## src/rtl/mon_dlr_pkg.sv

```systemverilog
package mon_dlr_pkg;

    // Reception phase, advanced only on the frame strobe
    typedef enum logic [2:0] {
        PH_IDLE, // no message, MR released
        PH_LOOK, // waiting for a second identical sample
        PH_HOLD, // byte acknowledged, MR active
        PH_ACKP, // one-frame MR release acknowledging a later byte
        PH_GAP,  // sender dropped MX once: next byte or end of message
        PH_AB1,  // abort, first released frame
        PH_AB2   // abort, second released frame
    } phase_e;

    typedef struct packed {
        phase_e ph;
        logic   first;
        logic   valid;
        logic   eom;
        logic   abort;
    } ctrl_s;

endpackage

```

## src/rtl/mon_dlr_look.sv

```systemverilog
module mon_dlr_look #(
    parameter int DW = 8
) (
    input  logic          clk,
    input  logic          rst_n,
    input  logic          load,
    input  logic          flush,
    input  logic [DW-1:0] din,
    output logic          match
);

    typedef struct packed {
        logic [DW-1:0] samp;
        logic          have;
    } look_s;

    look_s look_d, look_q;

    always_comb begin
        look_d = look_q;
        if (flush) begin
            look_d.have = 1'b0;
        end else if (load) begin
            look_d.samp = din;
            look_d.have = 1'b1;
        end
    end

    always_ff @(posedge clk or negedge rst_n) begin
        if (!rst_n) look_q <= '0;
        else        look_q <= look_d;
    end

    assign match = look_q.have && (din == look_q.samp);

endmodule

```

## src/rtl/mon_dlr_ctrl.sv

```systemverilog
module mon_dlr_ctrl
    import mon_dlr_pkg::*;
(
    input  logic clk,
    input  logic rst_n,
    input  logic stb,
    input  logic mx_act,
    input  logic match,
    input  logic busy,
    input  logic abort_req,
    output logic load,
    output logic flush,
    output logic take,
    output logic valid,
    output logic eom,
    output logic abort,
    output logic mr_n
);

    ctrl_s c_d, c_q;

    always_comb begin
        c_d       = c_q;
        c_d.valid = 1'b0;
        c_d.eom   = 1'b0;
        c_d.abort = 1'b0;
        load      = 1'b0;
        flush     = 1'b0;
        take      = 1'b0;
        if (stb) begin
            if (abort_req && (c_q.ph inside {PH_LOOK, PH_HOLD, PH_ACKP, PH_GAP})) begin
                c_d.ph    = PH_AB1;
                c_d.abort = 1'b1;
                flush     = 1'b1;
            end else begin
                unique case (c_q.ph)
                    PH_IDLE: begin
                        if (mx_act) begin
                            load      = 1'b1;
                            c_d.ph    = PH_LOOK;
                            c_d.first = 1'b1;
                        end
                    end
                    PH_LOOK: begin
                        if (!mx_act) begin
                            c_d.ph    = PH_AB1;
                            c_d.abort = 1'b1;
                            flush     = 1'b1;
                        end else if (match && !busy) begin
                            take      = 1'b1;
                            c_d.valid = 1'b1;
                            flush     = 1'b1;
                            c_d.ph    = c_q.first ? PH_HOLD : PH_ACKP;
                            c_d.first = 1'b0;
                        end else begin
                            load = 1'b1;
                        end
                    end
                    PH_HOLD: begin
                        if (!mx_act) c_d.ph = PH_GAP;
                    end
                    PH_ACKP: begin
                        c_d.ph = mx_act ? PH_HOLD : PH_GAP;
                    end
                    PH_GAP: begin
                        if (mx_act) begin
                            load   = 1'b1;
                            c_d.ph = PH_LOOK;
                        end else begin
                            c_d.eom = 1'b1;
                            c_d.ph  = PH_IDLE;
                        end
                    end
                    PH_AB1:  c_d.ph = PH_AB2;
                    PH_AB2:  c_d.ph = PH_IDLE;
                    default: c_d.ph = PH_IDLE;
                endcase
            end
        end
    end

    always_ff @(posedge clk or negedge rst_n) begin
        if (!rst_n) c_q <= '{ph: PH_IDLE, default: 1'b0};
        else        c_q <= c_d;
    end

    always_comb begin
        unique case (c_q.ph)
            PH_HOLD, PH_GAP: mr_n = 1'b0;
            PH_LOOK:         mr_n = c_q.first;
            default:         mr_n = 1'b1;
        endcase
    end

    assign valid = c_q.valid;
    assign eom   = c_q.eom;
    assign abort = c_q.abort;

endmodule

```

## src/rtl/mon_dlr_rx.sv

```systemverilog
module mon_dlr_rx #(
    parameter int DW = 8
) (
    input  logic          clk,
    input  logic          rst_n,
    input  logic          frame_stb,
    input  logic [DW-1:0] slot_data,
    input  logic          mx_n,
    input  logic          out_busy,
    input  logic          abort_req,
    output logic          mr_n,
    output logic [DW-1:0] byte_data,
    output logic          byte_valid,
    output logic          eom,
    output logic          abort
);

    logic          load, flush, match, take;
    logic [DW-1:0] data_d, data_q;

    mon_dlr_look #(.DW(DW)) u_look (
        .clk   (clk),
        .rst_n (rst_n),
        .load  (load),
        .flush (flush),
        .din   (slot_data),
        .match (match)
    );

    mon_dlr_ctrl u_ctrl (
        .clk       (clk),
        .rst_n     (rst_n),
        .stb       (frame_stb),
        .mx_act    (!mx_n),
        .match     (match),
        .busy      (out_busy),
        .abort_req (abort_req),
        .load      (load),
        .flush     (flush),
        .take      (take),
        .valid     (byte_valid),
        .eom       (eom),
        .abort     (abort),
        .mr_n      (mr_n)
    );

    always_comb begin
        data_d = data_q;
        if (take) data_d = slot_data;
    end

    always_ff @(posedge clk or negedge rst_n) begin
        if (!rst_n) data_q <= '0;
        else        data_q <= data_d;
    end

    assign byte_data = data_q;

endmodule

```

## config.mk

```make
export PLATFORM = sky130hd
export DESIGN_NAME = mon_dlr_rx
export DESIGN_NICKNAME = d
export VERILOG_FILES = /design/src/rtl/mon_dlr_pkg.sv /design/src/rtl/mon_dlr_look.sv /design/src/rtl/mon_dlr_ctrl.sv /design/src/rtl/mon_dlr_rx.sv
export SDC_FILE = /design/constraint.sdc
export NUM_CORES = 1
export LEC_CHECK = 0
export ABC_AREA = 1
export BUFFER_PORTS_ARGS = -buffer_cell sky130_fd_sc_hd__buf_2
export CAP_MARGIN = 20
export CORE_MARGIN = 5
export CORE_UTILIZATION = 50
export CTS_CLUSTER_SIZE = 8
export DETAILED_ROUTE_END_ITERATION = 10
export GPL_TIMING_DRIVEN = 1
export PLACE_DENSITY = 0.82
export SLEW_MARGIN = 20
export SYNTH_ARGS = -nofsm -noshare
export SYNTH_HDL_FRONTEND = slang
export SYNTH_HIERARCHICAL = 1
export SYNTH_SLANG_ARGS = --single-unit
```

## constraint.sdc

```tcl
create_clock -name clk -period 2.5 [get_ports clk]
set_input_delay 0.5 -clock clk [delete_from_list [all_inputs] [get_ports clk]]
set_output_delay 0.5 -clock clk [all_outputs]
set_load 0.01 [all_outputs]
```

==> reports/metrics.yaml <==
job:
  maxCapViolCount: 0
synthesis:
  netlist_top_cells_area: "dfrtp_1 43%, nand2_1 17%, inv_1 5.9%"
  synth_top_cell_by_area: "dfrtp_1"
  synth.avg_cell_area_um2: 7.71
  synth_nets: 197
  synth_area_um2: 1410
  synth_top_area_share_pct: 42.6
  netlist_instances: 183
  synth_seq_area_share_pct: 42.6
  ys_ff_latch: 24
  ys_warn_count: 6
  synth_cell_type_count: 24
timing:
  finalSetupTns_ps: 0
  slew_headroom_pct: 65.5
  tightestPinTransition_ps: 517
  finalSetupViolCount: 0
  period_share_pct: 80.7
  rsz0062_at_grt: "no"
  min_period_ps: 2020
  finalHoldViolCount: 0
  fmax_ghz: 0.495
  slew_viol_final: 0
  fin_worst_skew_ps: 6.06
setup_path:
  crit_path_end_kind: "output pin"
  cpPeakStageDelay_ps: 480
  rrSetupSlack_ps: 500
  cp_max_fo: 11
  worstPathCellList: "inv_2 > nand3_2 > o21ai_0 > buf_2"
  crit_arrival_ps: 1520
  r2r_end: "u_look/look_q[3]"
  crit_type: "reg2out"
  r2r-start: "u_look/look_q[3]"
  crit_required_ps: 2000
  reg2reg_depth: 14
  worstSetupStartpointType: "flop"
  crit_slowest_cell: "dfrtp_1"
drt:
  drtIter0Drc: 62
  drc_errors: 0
  wl_per_cell_um: 10.9
  ant_nets: 0
  vias: 1179
  avgViaCountPerCell: 4.87
  drt-pass1-iter-count: 4
  wl_mm: 2.65
die:
  die_area_um2: 3990
  coreArea_um2: 2730
  core.rowCount: 19
  die-height_um: 63.1
  start_util_pct: 51.6
  die_w_um: 63.1
  pin_count: 26
grt:
  overflow: 0
  grt.total_usage_pct: 14.2
  antenna_found_initial: 0
  grt_max_degree: 25
  grt_pass1_vias: 1047
  grt_pass1_wl_mm: 4.60
cts:
  clk_pin_slew_ps: 130
  ctsLongestPathBuffers: 2
  htreeDepth: 1
  cts_tree: "yes"
  cts_hold_buf: 0
  clock_latency_ps: 310
  cts_buffers: 3
  clockRootBuffer: "clkbuf_4"
  cts_sinks: 24
  cts_setup_buffers: 0
  cts_resized: 0
layout:
  insertedDiodeCount: 0
  stdcell_count: 242
  layout-drive-gt1-share_pct: 28.0
  synthToLayoutAreaGrowth_pct: 12.0
  fin_area_um2: 1580
  layout.nets: 226
placement:
  dpl-instance-area_um2: 1540
  io_buffers: 25
  gp_congestion: 0.928
  dp_hpwl_mm: 2.04
  dp_cells: 238
status:
  status: "finished, final reports clean"
power_and_ir_drop:
  leakage_nw: 0.897
  irDropWorstVdd_uv: 730
  p_per_area_nw_per_um2: 1130
min_path:
  hold_class: "in2async"
Yosys cell counts (all sizes together):
master	count
o21ai	11
nand2	68
nor2	20
buf	4
a211oi	1
xnor2	2
nand3	16
inv	28
or2	1
nor3	2
dfrtp	24
o21a	1
a21oi	4
nand4	1
stage by stage:
step	setup slack [ps]	util [%]	hold WS, ps	power (W)
floorplan	524	-	204	0.00139
global placement	297	56.5	448	0.00157
detailed placement	265	56.5	454	0.00159
CTS	457	57.8	158	0.00179
global route	298	57.8	170	0.00195
finish	482	57.8	140	0.00178
critical path: cells and delay by family, from the launching register on:
| family | cells | cell delay (ps) |
|---|---|---|
| buffers and inverters | 2 | 370 |
| DFF | 1 | 480 |
| AOI/OAI and AO/OA | 1 | 180 |
| and+or+nand+nor | 1 | 170 |
layout by cell type, fill, tap and decap left out, drive strengths merged:
cell     n
or2      1
o21a     1
a21oi    4
nor2    20
buf     28
a211oi   1
o21ai   11
xnor2    2
nand4    1
nand3   16
inv     28
nand2   68
clkbuf   4
nor3     2
dfrtp   24
registers in the layout, indices dropped and copies added (netlist names):
name,cells
byte_data,8
u_ctrl/abort,1
u_ctrl/valid,1
u_ctrl/c_q,4
u_look/look_q,9
u_ctrl/eom,1
how the worst max path moves through the flow:
stage                       end             start  slack [ps]
3_3_place_gp   u_look/look_q[3]      slot_data[0]         300
5_1_grt            byte_data[3]  u_look/look_q[3]         300
4_1_cts                    mr_n     u_ctrl/c_q[6]         460
6_report                   mr_n     u_ctrl/c_q[6]         480
3_5_place_dp   u_look/look_q[3]      slot_data[0]         260
2_1_floorplan  u_look/look_q[1]      slot_data[1]         520
cell type report:
class / instances / area [um^2]
Tap cell: 31 / 38.8
Fill cell: 263 / 1150
Multi-Input combinational cell: 127 / 652
Inverter: 28 / 105
Timing Repair Buffer: 28 / 148
Clock buffer: 4 / 36.3
Sequential cell: 24 / 601
cells by family (layout without fill, tap and decap cells):
logic type | Yosys count | count (layout) | synth area share [%]
buffers and inverters | 32 | 60 | 11.3
flip-flops | 24 | 24 | 42.6
XOR/XNOR | 2 | 2 | 1.24
AO/OA/AOI/OAI | 17 | 17 | 8.51
AND/OR/NAND/NOR | 108 | 108 | 36.4
report_power, final:
group,switching (W),internal [W],total (W)
Combinational,0.000551,0.000343,0.000894
Sequential,0.000124,0.000559,0.000683
Clock,0.000114,0.0000889,0.000203
Total,0.000789,0.000991,0.00178
layer usage:
layer | vias up | track usage, % | part of all wire, %
met5 | - | 0 | 0
met4 | 0 | 6.10 | 1.1
met3 | 2 | 3.20 | 6.4
met2 | 36 | 22.4 | 47
met1 | 527 | 18.4 | 45
li1 | 614 | - | -
Power figures use the tool's default switching activity.
